### config.mk
export PLATFORM = sky130hd
export DESIGN_NAME = audio_dma_regbank
export DESIGN_NICKNAME = d
export VERILOG_FILES = /design/src/rtl/audio_rb_pkg.sv /design/src/rtl/audio_rb_rstseq.sv /design/src/rtl/audio_rb_status.sv /design/src/rtl/audio_dma_regbank.sv
export SDC_FILE = /design/constraint.sdc
export NUM_CORES = 1
export LEC_CHECK = 0
export CAP_MARGIN = 10
export CORE_MARGIN = 2
export CORE_UTILIZATION = 55
export CTS_CLUSTER_SIZE = 10
export DETAILED_ROUTE_END_ITERATION = 12
export GPL_TIMING_DRIVEN = 0
export PLACE_DENSITY = 0.81
export SYNTH_ARGS = -nofsm -noshare
export SYNTH_HDL_FRONTEND = slang
export SYNTH_SLANG_ARGS = --single-unit
### constraint.sdc
create_clock -name clk -period 6.89 [get_ports clk]
set_input_delay 0.689 -clock clk [delete_from_list [all_inputs] [get_ports clk]]
set_output_delay 0.689 -clock clk [all_outputs]
set_load 0.02 [all_outputs]
### src/rtl/audio_rb_pkg.sv
package audio_rb_pkg;
    localparam int RB_ADDR_W = 8;

    localparam logic [RB_ADDR_W-1:0] OFS_CFG    = 8'h04;
    localparam logic [RB_ADDR_W-1:0] OFS_CTRL   = 8'h10;
    localparam logic [RB_ADDR_W-1:0] OFS_STS    = 8'h14;
    localparam logic [RB_ADDR_W-1:0] OFS_FSMUL  = 8'h18;
    localparam logic [RB_ADDR_W-1:0] OFS_PERIOD = 8'h1C;
    localparam logic [RB_ADDR_W-1:0] OFS_BUFLO  = 8'h20;
    localparam logic [RB_ADDR_W-1:0] OFS_BUFHI  = 8'h24;
    localparam logic [RB_ADDR_W-1:0] OFS_XCNT   = 8'h28;
    localparam logic [RB_ADDR_W-1:0] OFS_CSW0   = 8'h2C;
    localparam logic [RB_ADDR_W-1:0] OFS_BPC    = 8'h44;

    localparam int CB_EN      = 0;
    localparam int CB_SRST    = 1;
    localparam int CB_IOC_IE  = 13;
    localparam int CB_TOUT_IE = 14;
    localparam int CB_WID_LSB = 16;
    localparam int CB_ACH_LSB = 19;

    localparam int SB_IOC = 31;
    localparam int SB_CSV = 29;

    typedef enum logic {
        SEQ_IDLE  = 1'b0,
        SEQ_RESET = 1'b1
    } seq_state_t;
endpackage

### src/rtl/audio_rb_rstseq.sv
module audio_rb_rstseq
    import audio_rb_pkg::*;
#(
    parameter int RST_CYCLES = 16
) (
    input  logic clk,
    input  logic rst_n,
    input  logic start,
    output logic busy
);
    localparam int CW = (RST_CYCLES > 2) ? $clog2(RST_CYCLES) : 1;
    localparam logic [CW-1:0] LAST = CW'(RST_CYCLES - 1);

    seq_state_t state_q, state_d;
    logic [CW-1:0] cnt_q;

    always_ff @(posedge clk or negedge rst_n) begin
        if (!rst_n) state_q <= SEQ_IDLE;
        else        state_q <= state_d;
    end

    always_comb begin
        state_d = state_q;
        unique case (state_q)
            SEQ_IDLE:  if (start) state_d = SEQ_RESET;
            SEQ_RESET: if (cnt_q == LAST) state_d = SEQ_IDLE;
        endcase
    end

    always_ff @(posedge clk or negedge rst_n) begin
        if (!rst_n)                     cnt_q <= '0;
        else if (state_q == SEQ_IDLE)   cnt_q <= '0;
        else                            cnt_q <= cnt_q + 1'b1;
    end

    always_comb begin
        busy = (state_q == SEQ_RESET);
    end

    p_rst_exit_r3: assert property (@(posedge clk) disable iff (!rst_n)
        (state_q == SEQ_RESET && cnt_q == LAST) |=> (state_q == SEQ_IDLE));
    p_rst_hold_r3: assert property (@(posedge clk) disable iff (!rst_n)
        (state_q == SEQ_RESET && cnt_q != LAST) |=> (state_q == SEQ_RESET));
endmodule

### src/rtl/audio_rb_status.sv
module audio_rb_status (
    input  logic clk,
    input  logic rst_n,
    input  logic seq_busy,
    input  logic period_done,
    input  logic csv_pulse,
    input  logic w1c_ioc,
    input  logic ioc_ie,
    output logic sts_ioc,
    output logic sts_csv,
    output logic irq
);
    always_ff @(posedge clk or negedge rst_n) begin
        if (!rst_n)           sts_ioc <= 1'b0;
        else if (seq_busy)    sts_ioc <= 1'b0;
        else if (period_done) sts_ioc <= 1'b1;
        else if (w1c_ioc)     sts_ioc <= 1'b0;
    end

    always_ff @(posedge clk or negedge rst_n) begin
        if (!rst_n)         sts_csv <= 1'b0;
        else if (seq_busy)  sts_csv <= 1'b0;
        else if (csv_pulse) sts_csv <= 1'b1;
    end

    always_comb irq = sts_ioc & ioc_ie;

    p_ioc_set_r5: assert property (@(posedge clk) disable iff (!rst_n)
        (period_done && !seq_busy) |=> sts_ioc);
    p_ioc_sticky_r5: assert property (@(posedge clk) disable iff (!rst_n)
        (sts_ioc && !w1c_ioc && !seq_busy) |=> sts_ioc);
endmodule

### src/rtl/audio_dma_regbank.sv
module audio_dma_regbank
    import audio_rb_pkg::*;
#(
    parameter int RST_CYCLES = 16,
    parameter int NUM_CS     = 6,
    parameter int INC_W      = 16,
    parameter int CH_W       = 4,
    parameter int HAS_M2S    = 1,
    parameter int HAS_S2M    = 1,
    parameter int M2S_MAXCH  = 2,
    parameter int S2M_MAXCH  = 2,
    parameter int M2S_MODE   = 0,
    parameter int S2M_MODE   = 0,
    parameter int M2S_PLANAR = 0,
    parameter int S2M_PLANAR = 0
) (
    input  logic                   clk,
    input  logic                   rst_n,
    input  logic [RB_ADDR_W-1:0]   bus_addr,
    input  logic                   bus_wr,
    input  logic [31:0]            bus_wdata,
    output logic [31:0]            bus_rdata,
    input  logic                   period_done,
    input  logic                   chsts_valid,
    input  logic [32*NUM_CS-1:0]   chsts_data,
    input  logic                   xfer_adv,
    input  logic [INC_W-1:0]       xfer_bytes,
    output logic                   eng_enable,
    output logic                   eng_reset,
    output logic                   ioc_irq_en,
    output logic                   tout_irq_en,
    output logic [2:0]             sample_width,
    output logic [CH_W-1:0]        active_ch,
    output logic                   irq
);
    localparam logic [31:0] CFG_WORD =
          ((32'(HAS_S2M)    & 32'h1) << 31)
        | ((32'(S2M_MODE)   & 32'h3) << 29)
        | ((32'(S2M_PLANAR) & 32'h1) << 28)
        | ((32'(S2M_MAXCH)  & 32'hF) << 24)
        | ((32'(HAS_M2S)    & 32'h1) << 15)
        | ((32'(M2S_MODE)   & 32'h3) << 13)
        | ((32'(M2S_PLANAR) & 32'h1) << 12)
        | ((32'(M2S_MAXCH)  & 32'hF) << 8);

    logic wr_ctrl, wr_sts, seq_busy, seq_start;
    logic sts_ioc, sts_csv;
    logic en_q, ioc_ie_q, tout_ie_q;
    logic [2:0] wid_q;
    logic [CH_W-1:0] ach_q;
    logic [31:0] fsmul_q, period_q, buflo_q, bufhi_q, bpc_q, xcnt_q;
    logic [31:0] cs_q [NUM_CS];
    logic [31:0] ctrl_rd, cs_rd;

    assign wr_ctrl   = bus_wr && (bus_addr == OFS_CTRL);
    assign wr_sts    = bus_wr && (bus_addr == OFS_STS);
    assign seq_start = wr_ctrl && bus_wdata[CB_SRST];

    audio_rb_rstseq #(.RST_CYCLES(RST_CYCLES)) u_seq (
        .clk   (clk),
        .rst_n (rst_n),
        .start (seq_start),
        .busy  (seq_busy)
    );

    audio_rb_status u_sts (
        .clk         (clk),
        .rst_n       (rst_n),
        .seq_busy    (seq_busy),
        .period_done (period_done),
        .csv_pulse   (chsts_valid),
        .w1c_ioc     (wr_sts && bus_wdata[SB_IOC]),
        .ioc_ie      (ioc_ie_q),
        .sts_ioc     (sts_ioc),
        .sts_csv     (sts_csv),
        .irq         (irq)
    );

    always_ff @(posedge clk or negedge rst_n) begin
        if (!rst_n) begin
            en_q      <= 1'b0;
            ioc_ie_q  <= 1'b0;
            tout_ie_q <= 1'b0;
            wid_q     <= '0;
            ach_q     <= '0;
        end else begin
            if (wr_ctrl) begin
                ioc_ie_q  <= bus_wdata[CB_IOC_IE];
                tout_ie_q <= bus_wdata[CB_TOUT_IE];
                wid_q     <= bus_wdata[CB_WID_LSB +: 3];
                ach_q     <= bus_wdata[CB_ACH_LSB +: CH_W];
            end
            if (seq_busy)     en_q <= 1'b0;
            else if (wr_ctrl) en_q <= bus_wdata[CB_EN] & ~bus_wdata[CB_SRST];
        end
    end

    always_ff @(posedge clk or negedge rst_n) begin
        if (!rst_n) begin
            fsmul_q  <= '0;
            period_q <= '0;
            buflo_q  <= '0;
            bufhi_q  <= '0;
            bpc_q    <= '0;
        end else if (bus_wr) begin
            if (bus_addr == OFS_FSMUL)  fsmul_q  <= bus_wdata;
            if (bus_addr == OFS_PERIOD) period_q <= bus_wdata;
            if (bus_addr == OFS_BUFLO)  buflo_q  <= bus_wdata;
            if (bus_addr == OFS_BUFHI)  bufhi_q  <= bus_wdata;
            if (bus_addr == OFS_BPC)    bpc_q    <= bus_wdata;
        end
    end

    always_ff @(posedge clk or negedge rst_n) begin
        if (!rst_n)        xcnt_q <= '0;
        else if (seq_busy) xcnt_q <= '0;
        else if (xfer_adv) xcnt_q <= xcnt_q + 32'(xfer_bytes);
    end

    for (genvar gi = 0; gi < NUM_CS; gi++) begin : g_csw
        always_ff @(posedge clk or negedge rst_n) begin
            if (!rst_n)                       cs_q[gi] <= '0;
            else if (chsts_valid && !seq_busy) cs_q[gi] <= chsts_data[32*gi +: 32];
        end
    end

    always_comb begin
        ctrl_rd = '0;
        ctrl_rd[CB_EN]                = en_q;
        ctrl_rd[CB_SRST]              = seq_busy;
        ctrl_rd[CB_IOC_IE]            = ioc_ie_q;
        ctrl_rd[CB_TOUT_IE]           = tout_ie_q;
        ctrl_rd[CB_WID_LSB +: 3]      = wid_q;
        ctrl_rd[CB_ACH_LSB +: CH_W]   = ach_q;
    end

    always_comb begin
        cs_rd = '0;
        for (int i = 0; i < NUM_CS; i++) begin
            if (bus_addr == OFS_CSW0 + RB_ADDR_W'(4 * i)) cs_rd = cs_q[i];
        end
    end

    always_comb begin
        case (bus_addr)
            OFS_CFG:    bus_rdata = CFG_WORD;
            OFS_CTRL:   bus_rdata = ctrl_rd;
            OFS_STS:    bus_rdata = {sts_ioc, 1'b0, sts_csv, 29'b0};
            OFS_FSMUL:  bus_rdata = fsmul_q;
            OFS_PERIOD: bus_rdata = period_q;
            OFS_BUFLO:  bus_rdata = buflo_q;
            OFS_BUFHI:  bus_rdata = bufhi_q;
            OFS_XCNT:   bus_rdata = xcnt_q;
            OFS_BPC:    bus_rdata = bpc_q;
            default:    bus_rdata = cs_rd;
        endcase
    end

    assign eng_enable   = en_q;
    assign eng_reset    = seq_busy;
    assign ioc_irq_en   = ioc_ie_q;
    assign tout_irq_en  = tout_ie_q;
    assign sample_width = wid_q;
    assign active_ch    = ach_q;

    p_rst_clears_en_r4: assert property (@(posedge clk) disable iff (!rst_n)
        eng_reset |-> !eng_enable);
    p_rst_clears_cnt_r4: assert property (@(posedge clk) disable iff (!rst_n)
        $rose(eng_reset) |=> (xcnt_q == 32'd0));
    p_irq_gate_r6: assert property (@(posedge clk) disable iff (!rst_n)
        irq |-> ioc_irq_en);
endmodule

==> out/results.ini <==
[grt]
grt_pass1_vias = 16700
track_usage = 0.373
grt_pass1_wl_mm = 101
grt_max_degree = 127
grt_antenna_before_repair = 11
grt_overflow_total = 0

[power]
power.density_mw_per_mm2 = 248
power.leakage_nw = 10.5
ir_worst_vdd_mv = 0.210

[yosys]
yosysSeqAreaShare = 0.510
synth_cell_type_count = 85
synth-seq-cells = 401
synth_top_area_frac = 0.510
synth-edff-count = 0
syn_avg_cell_area_um2 = 11.9
synth_fp_nets = 1932
synthArstFlopShare = 1.00
ys.flop_type = dfrtp_1
ys.warnings.count = 0
syn_inst = 1660
syn_area_mm2 = 0.0197
yosys-top-cells-area = dfrtp_1 (51%), mux2_2 (21%), a22oi_1 (2.5%), a21oi_1 (2.1%), nand2_1 (1.8%)
yosysTopAreaCell = dfrtp_1

[worst_setup_path]
cp.required_ps = 6200
critPathTopFamily = simple AND/OR/NAND/NOR gates
cp_common_cell = clkdlybuf4s50_1
path_class = primary input to output port
crit_path_end_kind = output port
cp.arrival_ps = 4790
slowest_stage = nor2_1
path_buf_inv = 3
cp-start-kind = primary input
worstPathMaxFanout = 10
max_stage_delay_ps = 880
worstPathCellList = clkdlybuf4s50_1, nor3_2, nand2_1, buf_2, nor2_1, a222oi_1, o311ai_1, clkdlybuf4s50_1

[sta]
timing.hold.ws_ps = 165
min_period_ps = 5470
fin_crit_sh = 0.794
skew_ps = 10.9
slew_headroom = 0.252
slew_violations = 0
rsz0062_at_grt = false
worst_slew_pin_slew_ps = 1120
setup_viol = 0
final_hold_viol_count = 0
max_freq_mhz = 183

[clock_tree]
cts_sinks = 401
cts_buffer_depth = 3
hold_buffers = 0
post-cts-setup-buffers = 0
clk_latency_ps = 570
ctsResizeCount = 0
cts-htree-levels = 2
cts_buffers = 46
clk_pin_slew_ps = 50
cts_tree = yes
clock-root-buffer = clkbuf_16

[finish]
fin_area_mm2 = 0.0246
final_nets = 2277
drive_gt1_frac = 0.259
area_delta_synth_final_pct = 24.9

[place]
dp_hpwl_mm = 51.0
placed_area_mm2 = 0.0233
routabilityCongestion = 0.984
io_buffers = 293

[drt]
drc = 0
post_drt_wl_per_cell_um = 28.3
ant_nets = 0
vias = 16800
vias_per_cell = 6.77
drtIter0Drc = 1964
first_pass_iters = 7
drt_wl_total_mm = 70.2

[floorplanning]
fp-row-count = 69
die_h_um = 193
die-area_mm2 = 0.0373
initial_core_util = 0.556
fp.dieW_um = 193
ios = 298
core_mm2 = 0.0354

[job]
maxCapViolCount = 0

[outcome]
status = finished, final reports clean

[min_path]
hp-class = primary input to asynchronous set/reset pin

-- flip-flops by register name (all words and copies together), names as in the netlist, 3 cells and up --
signal and cells:
cs_q 192, bpc_q 32, bufhi_q 32, buflo_q 32
fsmul_q 32, period_q 32, xcnt_q 32, active_ch 4
u_seq.cnt_q 4, sample_width 3
-- layer usage --
| layer | global-route usage | vias up | part of all wire |
|---|---|---|---|
| li1 | - | 6916 | - |
| met1 | 0.483 | 8381 | 0.37 |
| met2 | 0.554 | 1212 | 0.44 |
| met3 | 0.125 | 290 | 0.13 |
| met4 | 0.203 | 8 | 0.063 |
| met5 | 0 | - | 0.00078 |
-- cells in the mapped netlist, types with 7 or more instances --
library cell  instances
a211oi_1             29
a21oi_1              84
a221oi_1             14
a222oi_1             12
a22o_1               14
a22oi_1              65
a31oi_1               7
a32oi_1               7
and3_1               11
buf_1                11
buf_2                58
buf_4                 9
clkbuf_1             33
dfrtp_1             401
ha_1                 17
inv_1                12
mux2_1                7
mux2_2              365
mux2i_1              13
nand2_1              97
nand3_1              27
nand4_1               9
nor2_1               89
nor2b_1              11
nor3_1               13
o2111ai_1            16
o21ai_0              67
o21bai_1             11
o221ai_1             10
o22ai_1              11
o311ai_1              8
o31ai_1              12
-- kinds of logic after synthesis --
family          share of synthesized area
compound gates                      0.145
simple gates                       0.0786
buf+inv                            0.0322
fa+ha+maj                          0.0118
mux                                 0.219
flops                               0.510
xor+xnor                          0.00311
-- cell type report --
type,count,area (um^2)
Antenna cell,9,22.5
Timing Repair Buffer,297,3050
Clock inverter,1,5.00
Sequential cell,401,10000
Tap cell,461,577
Inverter,13,48.8
Buffer,117,584
Clock buffer,54,1250
Fill cell,2594,10800
Multi-Input combinational cell,1129,9020
-- power by group --
part,internal [mW],switching (mW),total (mW)
sequential,2.58,0.185,2.76
clock,1.26,0.935,2.19
combinational,0.541,0.606,1.15
total,4.38,1.73,6.10
-- worst register-to-register path, cell delays in order (launching register included) --
cell and delay (ps):
dfrtp_1 450, ha_1 300, a21oi_1 80, nand4b_1 270, a211oi_1 950, o31ai_1 230, a21oi_1 380, mux2_2 390
-- layout by cell type, fill, tap and decap left out, types with 8 or more instances in the layout --
cell,Yosys,routed
inv_1,12,12
buf_2,58,58
a21oi_1,84,84
nor2b_1,11,11
and3_1,11,11
o21bai_1,11,11
o2111ai_1,16,16
a221oi_1,14,14
o21ai_0,67,67
o22ai_1,11,11
buf_4,9,9
a22oi_1,65,65
nand3_1,27,27
nor3_1,13,13
mux2_2,365,365
buf_1,11,11
o31ai_1,12,12
a22o_1,14,14
clkbuf_16,0,49
a222oi_1,12,12
o221ai_1,10,10
ha_1,17,17
dfrtp_1,401,401
diode_2,0,9
a211oi_1,29,29
clkbuf_1,33,37
nor2_1,89,89
clkdlybuf4s50_1,0,292
nand2_1,97,97
mux2i_1,13,13
o311ai_1,8,8
nand4_1,9,9
-- worst paths after layout --
check	startpoint	to	slack (ps)	cells past startpoint
max in group asynchronous	rst_n	cs_q[90]	5270	4
hold reg to reg	u_seq.cnt_q[0]	u_seq.cnt_q[0]	460	1
setup reg to reg	xcnt_q[1]	xcnt_q[31]	3720	7
hold / removal	rst_n	xcnt_q[9]	160	2
min in group clk	u_seq.cnt_q[0]	u_seq.cnt_q[0]	460	1
setup / recovery	bus_addr[1]	bus_rdata[18]	1420	8
-- metrics by stage --
step	instances	total power, mW	setup WS, ps	TNS [ps]	util
5_1_grt	2477	6.29	1340	0	0.694
3_3_place_gp	2414	3.86	-12120	-4838420	0.655
3_5_place_dp	2418	3.91	1640	0	0.659
6_report	2482	6.10	1420	0	0.695
4_1_cts	2473	6.06	1630	0	0.694
2_1_floorplan	1660	3.41	3750	0	-
No activity file was read; power rests on OpenSTA's default activity.
